File: config.mk
export PLATFORM = sky130hd
export DESIGN_NAME = twi_prescaler
export DESIGN_NICKNAME = d
export VERILOG_FILES = /design/src/rtl/twp_pkg.sv /design/src/rtl/twp_cfg_stage.sv /design/src/rtl/twp_stage_ctr.sv /design/src/rtl/twp_phase.sv /design/src/rtl/twi_prescaler.sv
export SDC_FILE = /design/constraint.sdc
export NUM_CORES = 1
export LEC_CHECK = 0
export ABC_AREA = 1
export BUFFER_PORTS_ARGS = -buffer_cell sky130_fd_sc_hd__clkbuf_2
export CAP_MARGIN = 20
export CORE_ASPECT_RATIO = 0.9
export CORE_MARGIN = 10
export CORE_UTILIZATION = 53
export CTS_CLUSTER_SIZE = 30
export DETAILED_ROUTE_END_ITERATION = 6
export GPL_ROUTABILITY_DRIVEN = 0
export PLACE_DENSITY = 0.77
export SYNTH_ARGS = -nofsm -noshare
export SYNTH_HDL_FRONTEND = slang
export SYNTH_SLANG_ARGS = --single-unit
export TNS_END_PERCENT = 1
File: constraint.sdc
create_clock -name clk -period 1.65 [get_ports clk]
set_input_delay 0.33 -clock clk [delete_from_list [all_inputs] [get_ports clk]]
set_output_delay 0.33 -clock clk [all_outputs]
set_load 0.01 [all_outputs]
File: src/rtl/twp_pkg.sv
package twp_pkg;
  localparam int THP_W  = 8;
  localparam int MDIV_W = 4;
  localparam int NDIV_W = 3;
  localparam int CTL_W  = MDIV_W + NDIV_W;
  localparam int NMAX_W = (1 << NDIV_W) - 1;
  localparam int PHASES = 10;
  localparam int PH_W   = $clog2(PHASES);

  typedef struct packed {
    logic [THP_W-1:0]  thp;
    logic [MDIV_W-1:0] mdiv;
    logic [NDIV_W-1:0] ndiv;
  } div_cfg_t;

  localparam div_cfg_t CFG_RESET = '{thp: THP_W'(8'h18), mdiv: MDIV_W'(2), ndiv: NDIV_W'(0)};
endpackage

File: src/rtl/twp_cfg_stage.sv
module twp_cfg_stage
  import twp_pkg::*;
(
  input  logic             clk,
  input  logic             rst,
  input  logic             half_wr,
  input  logic [THP_W-1:0] half_val,
  input  logic             ctl_wr,
  input  logic [CTL_W-1:0] ctl_val,
  input  logic             load,
  output div_cfg_t         active
);
  div_cfg_t pending;

  always_ff @(posedge clk) begin
    if (rst) begin
      pending <= CFG_RESET;
      active  <= CFG_RESET;
    end else begin
      if (load) active <= pending;
      if (half_wr) pending.thp <= half_val;
      if (ctl_wr) begin
        pending.mdiv <= ctl_val[NDIV_W +: MDIV_W];
        pending.ndiv <= ctl_val[NDIV_W-1:0];
      end
    end
  end
endmodule

File: src/rtl/twp_stage_ctr.sv
module twp_stage_ctr #(
  parameter int W = 8
) (
  input  logic         clk,
  input  logic         rst,
  input  logic         step,
  input  logic [W-1:0] last,
  output logic         wrap
);
  logic [W-1:0] cnt;

  assign wrap = step && (cnt == last);

  always_ff @(posedge clk) begin
    if (rst)       cnt <= '0;
    else if (step) cnt <= wrap ? '0 : cnt + 1'b1;
  end
endmodule

File: src/rtl/twp_phase.sv
module twp_phase #(
  parameter int PHASES = 10,
  localparam int IW = $clog2(PHASES)
) (
  input  logic          clk,
  input  logic          rst,
  input  logic          adv,
  output logic [IW-1:0] idx,
  output logic          wrap_now
);
  localparam logic [IW-1:0] LAST = IW'(PHASES - 1);

  assign wrap_now = adv && (idx == LAST);

  always_ff @(posedge clk) begin
    if (rst)      idx <= '0;
    else if (adv) idx <= (idx == LAST) ? '0 : idx + 1'b1;
  end
endmodule

File: src/rtl/twi_prescaler.sv
module twi_prescaler
  import twp_pkg::*;
(
  input  logic             clk,
  input  logic             rst,
  input  logic             half_wr,
  input  logic [THP_W-1:0] half_val,
  input  logic             ctl_wr,
  input  logic [CTL_W-1:0] ctl_val,
  output logic             os_tick,
  output logic [PH_W-1:0]  slot_idx,
  output logic             scl_wrap
);
  div_cfg_t          active_cfg;
  logic              half_wrap, pow_wrap, lin_wrap;
  logic [NMAX_W-1:0] pow_last;

  twp_cfg_stage u_cfg (
    .clk(clk), .rst(rst),
    .half_wr(half_wr), .half_val(half_val),
    .ctl_wr(ctl_wr), .ctl_val(ctl_val),
    .load(os_tick), .active(active_cfg)
  );

  // Half-period stage: counts 2*(H+1) cycles.
  twp_stage_ctr #(.W(THP_W + 1)) u_half (
    .clk(clk), .rst(rst), .step(1'b1),
    .last({active_cfg.thp, 1'b1}), .wrap(half_wrap)
  );

  // Power-of-two stage: terminal count is a mask of N ones.
  for (genvar i = 0; i < NMAX_W; i++) begin : g_pow_mask
    assign pow_last[i] = (i < int'(active_cfg.ndiv));
  end

  twp_stage_ctr #(.W(NMAX_W)) u_pow (
    .clk(clk), .rst(rst), .step(half_wrap),
    .last(pow_last), .wrap(pow_wrap)
  );

  // Linear stage: divides by M+1.
  twp_stage_ctr #(.W(MDIV_W)) u_lin (
    .clk(clk), .rst(rst), .step(pow_wrap),
    .last(active_cfg.mdiv), .wrap(lin_wrap)
  );

  assign os_tick = lin_wrap;

  twp_phase #(.PHASES(PHASES)) u_phase (
    .clk(clk), .rst(rst), .adv(lin_wrap),
    .idx(slot_idx), .wrap_now(scl_wrap)
  );
endmodule

==> results by group, run 1 <==
Outcome
  • Status: finished with violations
  • Failing checks: negative setup slack

Clock network
  • Clock sinks: 54
  • CTS Root Cell: clkbuf_8
  • Clock latency on the worst-skew pair: 0.32 ns
  • Worst-path clk slew: 0.11 ns
  • H-tree levels: 2
  • Post-CTS Hold Fix Bufs: 0
  • Num CTS Buffers: 5
  • CTS Buffer Depth: 2
  • CTS tree: yes

Global routing
  • Largest net degree at the start of global routing: 32
  • Vias in the first global route: ~2,300
  • Initial antenna violation count: 0
  • First-pass GRT wire length: between 9000 and 10,000 um
  • Total gr overflow: 0
  • Tot GR Track Use: 0.1449

STA
  • FMAX: approximately 500 MHz
  • Final Setup Violations: 12
  • Final slew viol count: 0
  • Slew headroom: 0.8100
  • Final worst slack: -0.3362 ns
  • Final Skew: 0.01544 ns
  • Period utilisation layout: 1.204
  • RSZ-0062 raised after global routing: yes
  • Tmin final: ~2.0 ns
  • Worst Max-Slew Pin Slew: roughly 0.28 ns
  • Hold Fails Final Rpt: 0

Worst setup path
  • WS Path Type: reg2out
  • CP Max Fanout: 8
  • Crit end category: primary output
  • R2R cell count: 13
  • Req. time, crit path: roughly 1.3 ns
  • Setup crit start kind: register
  • Reg2reg start: u_cfg.active[2]
  • RR Endpoint: u_cfg.active[6]
  • R2r setup slk: -0.10 ns
  • Worst Path Arrival: about 1.7 ns

Layout
  • Area grow syn2layout: 17.99%
  • Final instance area: around 3200 um^2
  • Layout net count: 460
  • Final core area utilization: 0.6476
  • Diodes inserted: 0
  • Share of post-route cells with drive strength above 1: 0.1891

Synthesis
  • Multiplexer area fraction after synthesis: 0
  • Yosys warns: 0
  • Count of different cell masters after synthesis: 29
  • Asr flop ratio synth: 0
  • Synth area leader: dfxtp_1
  • Ys flop type: dfxtp_1
  • Syn avg cell area: roughly 6.8 um^2
  • Top-count cell post-synth: nand2_1
  • Synth top area cells: dfxtp_1 40%, nand2_1 15%, nor2_1 9.1%
  • XOR/XNOR share of the synthesized area: 0.04264
  • Area share of and/or/nand/nor cells after synthesis: 0.3721
  • Post-synthesis adder-cell area fraction: 0.01406
  • Post-synthesis compound-gate area fraction: 0.06420
  • Main combinational cell family by area after synthesis: simple AND/OR/NAND/NOR gates
  • Synth Cell Area: 2670 um^2
  • Seq/Total Area, Yosys: 0.4049
  • Syn Nets: 413
  • Post-synth EDFFs: 0
  • Synthesized flop and latch total: 54
  • Commonest cells post-synth: 106 x nand2_1, 65 x nor2_1, 54 x dfxtp_1
  • Synth Instances: between 300 and 400
  • Yosys top cell area share: 0.4049

Power and ir drop
  • P_leak: about 1.6 nW
  • Switch share: 0.2489
  • Net Sw Power: roughly 0.56 mW
  • Clock share of power: 0.353
  • VDD IR max: 0.6407 mV
  • Internal power: roughly 1.7 mW
  • Pwr dens: just over 700 nW/um^2
  • Design Power: between 2 and 2.5 mW
  • Comb pwr share: 0.049
  • Sequential power share: 0.598

Placed design
  • HPWL Detailed: about 4100 um
  • PortBufs: 24
  • Post-DP Area: 2992 um^2

Routing
  • Drt drc: 0
  • Vias: about 2,500
  • WL/cell: 11.41 um
  • Vias per cell: 4.893
  • Routed WL: 5749 um
  • Post-DRT Antenna Nets: 0
  • 1st-iter DRT viols: about 110
  • Pre-antenna DRT Iters: 4

Die
  • Core Footprint: roughly 4900 um^2
  • Die ar.: approximately 8300 um^2
  • Die Span Y: just under 90 um
  • IO Count: 25
  • Starting Density: 0.5489
  • Die width: around 95 um
  • Rows: 24

Run
  • Maxcap violations: 0

Min path
  • Hold path cells: 3
  • HP Start: half_val[3]
  • Hold Crit Class: in2reg
  • WHS Endpoint: u_cfg.pending[10]
[area by class of cell]
type | instances | area, um^2
fill | 448 | 1714
multi-input combinational | 276 | 1341
sequential | 54 | 1094
timing repair buffer | 54 | 360.3
inverter | 47 | 176.4
tap | 65 | 81.33
clock buffer | 5 | 68.82
clock inverter | 3 | 28.78
[state kept, by name, indices dropped and copies added, names as in the netlist]
| register | cells |
|---|---|
| u_pow.cnt | 7 |
| u_phase.idx | 4 |
| u_cfg.active | 15 |
| u_half.cnt | 9 |
| u_cfg.pending | 15 |
| u_lin.cnt | 4 |
[worst max-delay path: stages, from the launching register on]
cell     delay (ns)
dfxtp_4        0.39
nor2_4         0.12
nand2_1        0.06
nand2_1        0.06
nand2_1        0.05
nor2_1         0.09
nand2_1        0.09
nor2_4         0.12
nand3_4        0.11
nor3_4         0.11
buf_2          0.14
[power groups by stage]
stage	clock, mW	combinational (mW)	sequential [mW]
6_report	0.797	0.110	1.35
3_5_place_dp	0	0.109	1.38
2_1_floorplan	0	0.0622	1.38
3_3_place_gp	0	0.106	1.38
5_1_grt	0.869	0.130	1.35
4_1_cts	0.812	0.110	1.35
[stage by stage]
step	TNS, ns	hold slack (ns)	std cells	setup slack (ns)
after global routing	-4.060	0.2139	504	-0.4594
after floorplan	-0.006977	0.4289	391	-0.006977
after CTS	-1.419	0.2133	504	-0.3564
final	-1.458	0.2104	504	-0.3362
after global placement	-0.1631	0.4438	494	-0.07828
after detailed placement	-1.840	0.4515	494	-0.1677
[cell usage in the layout, fill, tap and decap left out, drive strengths merged]
cell    Yosys  final
ha          3      3
nand4      12     12
nor2       68     68
buf         9     31
nor3b       2      2
clkinv      1      2
o21ai      17     17
or2         3      3
xor2        9      9
clkbuf      5     28
a31oi       1      1
nor4        1      1
nand3b      3      3
xnor2       4      4
nand3      25     25
a21oi      16     16
nand2     107    107
nor3        5      5
inv        46     48
dfxtp      54     54
[worst max path at each step]
stage | end | cells past startpoint | startpoint
2_1_floorplan | scl_wrap | 11 | u_cfg.active[2]
5_1_grt | scl_wrap | 10 | u_cfg.active[2]
6_report | scl_wrap | 10 | u_cfg.active[2]
3_5_place_dp | scl_wrap | 9 | u_cfg.active[2]
3_3_place_gp | scl_wrap | 9 | u_cfg.active[2]
4_1_cts | scl_wrap | 10 | u_cfg.active[2]
[cell families (layout without fill, tap and decap cells)]
kind of cell    count (synthesis)  count (layout)
compound gates                 34              34
simple gates                  226             226
xor+xnor                       13              13
buf+inv                        61             109
fa+ha+maj                       3               3
flops                          54              54
[repair_timing]
item                       4_1_cts  5_1_grt
buffers inserted                 2        0
setup endpoints to repair       32       41
resized for setup               10        9
gates cloned                     0        0
[per-layer routing]
layer | GRT usage | part of all wire
met5 | 0 | 0
met4 | 0.03668 | 0.0094
met3 | 0.03621 | 0.053
met2 | 0.2282 | 0.46
met1 | 0.1925 | 0.48
Power figures use the tool's default switching activity.
==> inputs of run 2 (changes only) <==
--- a/config.mk
+++ b/config.mk
@@ -10,10 +10,11 @@
 export CAP_MARGIN = 20
 export CORE_ASPECT_RATIO = 0.9
 export CORE_MARGIN = 10
-export CORE_UTILIZATION = 53
+export CORE_UTILIZATION = 55
 export CTS_CLUSTER_SIZE = 30
 export DETAILED_ROUTE_END_ITERATION = 6
 export GPL_ROUTABILITY_DRIVEN = 0
+export GPL_TIMING_DRIVEN = 0
 export PLACE_DENSITY = 0.77
 export SYNTH_ARGS = -nofsm -noshare
 export SYNTH_HDL_FRONTEND = slang
==> constraint.sdc (replaced) <==
create_clock -name clk -period 2.34 [get_ports clk]
set_input_delay 0.468 -clock clk [delete_from_list [all_inputs] [get_ports clk]]
set_output_delay 0.468 -clock clk [all_outputs]
set_load 0.01 [all_outputs]
==> run 2 against run 1 <==
The flow now finishes without violations. Sequential share of layout area up 1.4 points. Critical endpoint unchanged. Largest cell class unchanged. Core utilization grew 0.70 points. Clock power shrank 29%. Highest routed layer unchanged.
==> results by group, run 2 (synthesis gave the netlist of run 1 again) <==
Min path
  • Hold path cells: 3 (unchanged)
  • Hold Crit Class: in2reg (unchanged)

Clock network
  • Post-CTS Hold Fix Bufs: 0 (unchanged)
  • Clock sinks: 54 (unchanged)
  • CTS Root Cell: clkbuf_8 (unchanged)
  • H-tree levels: 2 (unchanged)
  • Num CTS Buffers: 5 (unchanged)
  • Clock latency on the worst-skew pair: 0.31 ns (was 0.32 ns)
  • CTS tree: yes (unchanged)
  • CTS Buffer Depth: 2 (unchanged)
  • Worst-path clk slew: 0.10 ns (was 0.11 ns)

Worst setup path
  • CP top delay family: simple AND/OR/NAND/NOR gates (unchanged)
  • CP Max Fanout: 8 (unchanged)
  • RR Endpoint: u_cfg.active[2] (was u_cfg.active[6])
  • Worst setup path start: u_cfg.active[1] (was u_cfg.active[2])
  • Crit-path max cell delay: 0.31 ns (was 0.39 ns)
  • Worst Path Arrival: 1.75 ns (was 1.66 ns)
  • CP most frequent cell: nand2_1 (unchanged)
  • Crit end category: primary output (unchanged)
  • R2r setup slk: 0.49 ns (was -0.10 ns)
  • Reg2reg start: u_cfg.active[1] (was u_cfg.active[2])
  • Setup crit start kind: register (unchanged)
  • CP Capture Point: scl_wrap (unchanged)
  • Req. time, crit path: 1.87 ns (was 1.32 ns)
  • R2R cell count: 11 (was 13)
  • Slowest-stage cell, CP: dfxtp_1 (was dfxtp_4)
  • Worst-path cell chain: buf_4 > o21ai_0 > nand2_1 > nor2_1 > nand2_1 > nor2_4 > nand3_4 > nor3_2 > buf_2 (was nor2_4 > nand2_1 > nand2_1 > nand2_1 > nor2_1 > nand2_1 > nor2_4 > nand3_4 > nor3_4 > buf_2)
  • WP buf/inv: 2 (was 1)
  • WS Path Type: reg2out (unchanged)
  • Worst path depth: 9 (was 10)

Routing
  • 1st-iter DRT viols: 140 (was 113)
  • Vias: 2,382 (was 2,466)
  • Drt drc: 0 (unchanged)
  • Routed WL: 5533 um (was 5749 um)
  • Vias per cell: 4.881 (was 4.893)
  • Post-DRT Antenna Nets: 0 (unchanged)
  • Pre-antenna DRT Iters: 5 (was 4)
  • WL/cell: 11.34 um (was 11.41 um)

STA
  • Final Skew: 0.002430 ns (was 0.01544 ns)
  • RSZ-0062 raised after global routing: yes (unchanged)
  • FMAX: about 450 MHz
  • Final worst slack: 0.1268 ns (was -0.3362 ns)
  • Final Setup Violations: 0 (was 12)
  • Final slew viol count: 0 (unchanged)
  • Hold Fails Final Rpt: 0 (unchanged)
  • Tmin final: 2.213 ns
  • Worst Max-Slew Pin Slew: 0.4732 ns (was 0.2850 ns)
  • Period utilisation layout: 0.9458
  • Final hold slack: 0.3591 ns (was 0.2104 ns)
  • Slew headroom: 0.6845 (was 0.8100)

Die
  • Die ar.: 8046 um^2 (was 8281 um^2)
  • Core Footprint: 4576 um^2 (was 4865 um^2)
  • Die Span Y: 86.10 um (was 87.34 um)
  • Die width: 93.45 um (was 94.82 um)
  • Rows: 23 (was 24)
  • Starting Density: 0.5835 (was 0.5489)
  • IO Count: 25 (unchanged)

Layout
  • Largest registers: u_cfg.active x15, u_cfg.pending x15, u_half.cnt x9 (unchanged)
  • Commonest non-fill, non-tap cells in the layout: 105 x nand2_1, 65 x nor2_1, 53 x dfxtp_1, 44 x inv_1, 24 x nand3_1 (was 104 x nand2_1, 65 x nor2_1, 48 x dfxtp_1, 45 x inv_1, 26 x buf_4)
  • Final instance area: 2995 um^2 (was 3151 um^2)
  • Area grow syn2layout: 12.18% (was 17.99%)
  • Diodes inserted: 0 (unchanged)
  • Share of post-route cells with drive strength above 1: 0.1362 (was 0.1891)
  • Commonest non-fill, non-tap cell in the layout: nand2_1 (unchanged)
  • Layout net count: 447 (was 460)
  • Fillers: 406 (was 448)
  • Final core area utilization: 0.6546 (was 0.6476)

Power and ir drop
  • VDD IR max: 0.4135 mV (was 0.6407 mV)
  • Pwr dens: 530.6 nW/um^2 (was 716.7 nW/um^2)
  • P_leak: 1.450 nW (was 1.562 nW)

Run
  • Maxcap violations: 0 (unchanged)

Placed design
  • Setup WS pre-CTS: 0.1918 ns (was -0.1677 ns)
  • HPWL Detailed: 3977 um (was 4127 um)
  • PortBufs: 24 (unchanged)
  • Post-DP Area: 2868 um^2 (was 2992 um^2)

Global routing
  • Total gr overflow: 0 (unchanged)
  • Initial antenna violation count: 0 (unchanged)
  • Largest net degree at the start of global routing: 18 (was 32)
  • First-pass GRT wire length: 10,180 um (was 9963 um)
  • Vias in the first global route: 2,331 (was 2,268)
  • Tot GR Track Use: 0.1516 (was 0.1449)

Outcome
  • Status: completed (was finished with violations)
## run 2: cell types whose count changed in the layout (fill, tap and decap cells not counted), sizes merged
cell	change
clkinv	-1
clkbuf	+6
buf	-18
clkinvlp	+1
inv	-1
## run 2: routing by layer
| layer | share of wire | track usage | up-vias |
|---|---|---|---|
| li1 | - | - | 1286 |
| met1 | 0.50 | 0.1925 | 1048 |
| met2 | 0.43 | 0.2383 | 40 |
| met3 | 0.050 | 0.03920 | 8 |
| met4 | 0.015 | 0.06022 | 0 |
| met5 | 0 | 0 | - |
## run 2: how the worst min path moves through the flow
stage | start | to
5_1_grt | half_val[4] | u_cfg.pending[11]
4_1_cts | half_val[4] | u_cfg.pending[11]
6_report | half_val[3] | u_cfg.pending[10]
3_5_place_dp | u_cfg.pending[4] | u_cfg.pending[4]
3_3_place_gp | u_cfg.active[10] | u_cfg.active[10]
2_1_floorplan | u_cfg.active[10] | u_cfg.active[10]
## run 2: area by class of cell
| cell class | count | area, um^2 | share of cell area |
|---|---|---|---|
| Inverter | 47 | 176.4 | 0.05890 |
| Sequential cell | 54 | 1082 | 0.3613 |
| Timing Repair Buffer | 28 | 150.1 | 0.05013 |
| Multi-Input combinational cell | 276 | 1319 | 0.4403 |
| Tap cell | 62 | 77.57 | 0.02590 |
| Clock buffer | 6 | 82.58 | 0.02757 |
| Clock inverter | 2 | 16.27 | 0.005430 |
| Buffer | 13 | 91.34 | 0.03049 |
## run 2: what timing repair did
item                                    4_1_cts  5_1_grt
pin swaps                                     1        2
endpoints found under the setup margin        2        1
hold endpoints to repair                      0        0
resized for setup                             0        4
setup buffers                                 3        1
## run 2: power by group
group | leakage, nW | switching [mW] | internal, mW | total, mW
sequential | 0.440 | 0.0144 | 0.941 | 0.955
clock | 0.0478 | 0.319 | 0.244 | 0.563
combinational | 0.962 | 0.0426 | 0.0289 | 0.0715
total | 1.45 | 0.376 | 1.21 | 1.59
## run 2: metrics by stage
stage / power [mW] / std cells / setup TNS [ns]
detailed placement: 1.047 / 477 / 0
global placement: 1.046 / 477 / 0
global route: 1.654 / 488 / -0.03957
floorplan: 1.015 / 391 / 0
CTS: 1.603 / 487 / 0
finish: 1.589 / 488 / 0
## run 2: tightest hold or removal path, delay by kind of cell
kind	cells	cell delay (ns)
buf+inv	1	0.07
simple gates	2	0.10
==> inputs of run 3 (changes only) <==
--- a/config.mk
+++ b/config.mk
@@ -6,7 +6,7 @@
 export NUM_CORES = 1
 export LEC_CHECK = 0
 export ABC_AREA = 1
-export BUFFER_PORTS_ARGS = -buffer_cell sky130_fd_sc_hd__clkbuf_2
+export BUFFER_PORTS_ARGS = -buffer_cell sky130_fd_sc_hd__buf_2
 export CAP_MARGIN = 20
 export CORE_ASPECT_RATIO = 0.9
 export CORE_MARGIN = 10
@@ -16,6 +16,7 @@
 export GPL_ROUTABILITY_DRIVEN = 0
 export GPL_TIMING_DRIVEN = 0
 export PLACE_DENSITY = 0.77
+export REMOVE_ABC_BUFFERS = 1
 export SYNTH_ARGS = -nofsm -noshare
 export SYNTH_HDL_FRONTEND = slang
 export SYNTH_SLANG_ARGS = --single-unit
==> run 3 against run 2 <==
Register-to-register slack got worse by 0.16 ns. Via count up 1.0%. Clock power decreased by 11%. First-iteration DRC count decreased by 5.7%. Clock-buffer cell count did not move. Largest cell class unchanged.
==> results by group, run 3 (synthesis gave the netlist of run 1 again) <==
Outcome
  • Status: completed (unchanged)

Clock network
  • CTS Root Cell: clkbuf_8 (unchanged)
  • Clock sinks: 54 (unchanged)
  • Post-CTS Hold Fix Bufs: 0 (unchanged)
  • H-tree levels: 2 (unchanged)
  • Clock latency on the worst-skew pair: 0.31 ns (about the same)
  • CTS tree: yes (unchanged)
  • Num CTS Buffers: 5 (unchanged)
  • CTS Buffer Depth: 2 (unchanged)
  • Worst-path clk slew: 0.09 ns (was 0.10 ns)

Worst setup path
  • CP most frequent cell: nand2_1 (unchanged)
  • Setup crit start kind: register (unchanged)
  • Crit-path max cell delay: 0.42 ns (was 0.31 ns)
  • Crit end category: primary output (unchanged)
  • WS Path Type: reg2out (unchanged)
  • Worst-path cell chain: inv_2 > nand2_1 > nand2_1 > nand3b_1 > nor2_4 > nand3_4 > nor3_2 > buf_2 (was buf_4 > o21ai_0 > nand2_1 > nor2_1 > nand2_1 > nor2_4 > nand3_4 > nor3_2 > buf_2)
  • Req. time, crit path: 1.87 ns (about the same)
  • CP Max Fanout: 4 (was 8)
  • Worst Path Arrival: 1.71 ns (was 1.75 ns)
  • Slowest-stage cell, CP: dfxtp_1 (unchanged)

Layout
  • Commonest non-fill, non-tap cells in the layout: 106 x nand2_1, 65 x nor2_1, 51 x dfxtp_1, 45 x inv_1, 24 x buf_2 (was 105 x nand2_1, 65 x nor2_1, 53 x dfxtp_1, 44 x inv_1, 24 x nand3_1)
  • Largest registers: u_cfg.active x15, u_cfg.pending x15, u_half.cnt x9 (unchanged)
  • Commonest non-fill, non-tap cell in the layout: nand2_1 (unchanged)
  • Diodes inserted: 0 (unchanged)
  • Layout net count: 436 (was 447)
  • Fillers: 446 (was 406)
  • Area grow syn2layout: 9.138% (was 12.18%)
  • Share of post-route cells with drive strength above 1: 0.1232 (was 0.1362)

Placed design
  • PortBufs: 24 (unchanged)
  • HPWL Detailed: 3851 um (was 3977 um)

Die
  • Core Footprint: 4576 um^2 (unchanged)
  • Starting Density: 0.5835 (unchanged)
  • Die ar.: 8046 um^2 (unchanged)
  • Die width: 93.45 um (unchanged)
  • IO Count: 25 (unchanged)
  • Rows: 23 (unchanged)
  • Die Span Y: 86.10 um (unchanged)

STA
  • Slew headroom: 0.4169 (was 0.6845)
  • Worst Max-Slew Pin Slew: 0.8694 ns (was 0.4732 ns)
  • RSZ-0062 raised after global routing: no (was yes)
  • FMAX: 458.2 MHz (was 451.8 MHz)
  • Final Skew: 0.005503 ns (was 0.002430 ns)
  • Final hold slack: 0.3759 ns (was 0.3591 ns)
  • Tmin final: 2.183 ns (was 2.213 ns)
  • Hold Fails Final Rpt: 0 (unchanged)
  • Final slew viol count: 0 (unchanged)
  • Final Setup Violations: 0 (unchanged)
  • Period utilisation layout: 0.9327 (was 0.9458)

Power and ir drop
  • Internal power: 1.173 mW (was 1.214 mW)
  • Net Sw Power: 0.3522 mW (was 0.3757 mW)
  • Design Power: 1.525 mW (was 1.589 mW)
  • Comb pwr share: 0.048 (was 0.045)
  • P_leak: 1.395 nW (was 1.450 nW)
  • VDD IR max: 0.3699 mV (was 0.4135 mV)
  • Clock share of power: 0.328 (was 0.354)
  • Pwr dens: 523.4 nW/um^2 (was 530.6 nW/um^2)
  • Sequential power share: 0.625 (was 0.601)
  • Switch share: 0.2309 (was 0.2364)

Routing
  • Vias per cell: 5.057 (was 4.881)
  • Vias: 2,407 (was 2,382)
  • 1st-iter DRT viols: 132 (was 140)
  • Top routing layer used: met4 (unchanged)
  • Post-DRT Antenna Nets: 0 (unchanged)
  • WL/cell: 12.25 um (was 11.34 um)
  • WL met1: 2737 um (was 2786 um)
  • Met2 Routed Length: 2837 um (was 2383 um)
  • Pre-antenna DRT Iters: 4 (was 5)
  • Met3 Wirelength: 192 um (was 279 um)
  • Routed WL: 5829 um (was 5533 um)
  • Drt drc: 0 (unchanged)

Global routing
  • Largest net degree at the start of global routing: 36 (was 18)
  • First-pass GRT wire length: 10,380 um (was 10,180 um)
  • Tot GR Track Use: 0.1547 (was 0.1516)
  • Initial antenna violation count: 0 (unchanged)
  • Total gr overflow: 0 (unchanged)
  • Vias in the first global route: 2,326 (was 2,331)

Run
  • Maxcap violations: 0 (unchanged)

Min path
  • Hold Crit Class: in2reg (unchanged)
## run 3: cell types whose count changed in the layout (fill, tap and decap cells not counted), sizes merged
cell / change
buf: +15
clkbuf: -28
inv: -1
nand3: +1
nor2: +1
## run 3: power by group through the flow
stage / Clock [mW] / Sequential [mW] / Combinational, mW
after floorplan: 0 / 0.971 / 0.0403
after global placement: 0 / 0.975 / 0.0681
after detailed placement: 0 / 0.975 / 0.0707
after CTS: 0.507 / 0.954 / 0.0728
after global routing: 0.552 / 0.955 / 0.0842
final: 0.500 / 0.953 / 0.0725
## run 3: critical path, delay by kind of cell, from the launching register on
| family | cells | cell delay (ns) |
|---|---|---|
| buffers and inverters | 2 | 0.22 |
| and+or+nand+nor | 6 | 0.75 |
| DFF | 1 | 0.42 |
## run 3: final cells by class
cell class                 instances  area (um^2)  share of cell area
inverter                          47        176.4             0.06054
clock inverter                     1        7.507            0.002576
tap                               62        77.57             0.02662
multi-input combinational        278         1343              0.4607
timing repair buffer              28        150.1             0.05152
sequential                        54         1087              0.3731
clock buffer                       6        72.57             0.02490
## run 3: repair_timing
action,4_1_cts,5_1_grt
pin swaps,4,1
endpoints found under the hold margin,0,0
buffers inserted,4,0
setup endpoints to repair,11,1
gates resized for setup,3,3
cloned,2,0
## run 3: worst paths after layout
path         depth (start not counted)  slack [ns]                end               from
max                                  8        0.16           scl_wrap      u_half.cnt[6]
min                                  3        0.38   u_cfg.pending[4]         ctl_val[4]
max reg2reg                          9        0.33       u_lin.cnt[1]      u_half.cnt[6]
min reg2reg                          2        0.48  u_cfg.pending[10]  u_cfg.pending[10]
## run 3: routing by layer
metal | vias up | global-route usage
li1 | 1265 | -
met1 | 1100 | 0.1870
met2 | 35 | 0.2680
met3 | 7 | 0.02700
met4 | 0 | 0.05322
met5 | - | 0
## run 3: per-stage QoR
| stage | util | area, um^2 | instances | TNS (ns) | setup WS (ns) |
|---|---|---|---|---|---|
| finish | 0.6369 | 2914 | 476 | 0 | 0.1574 |
| global route | 0.6369 | 2914 | 476 | 0 | 0.002611 |
| CTS | 0.6349 | 2905 | 476 | 0 | 0.1450 |
| detailed placement | 0.6057 | 2771 | 463 | -0.7375 | -0.3980 |
| global placement | 0.6057 | 2771 | 463 | -0.8807 | -0.4311 |
| floorplan | - | 2574 | 377 | 0 | 0.1192 |
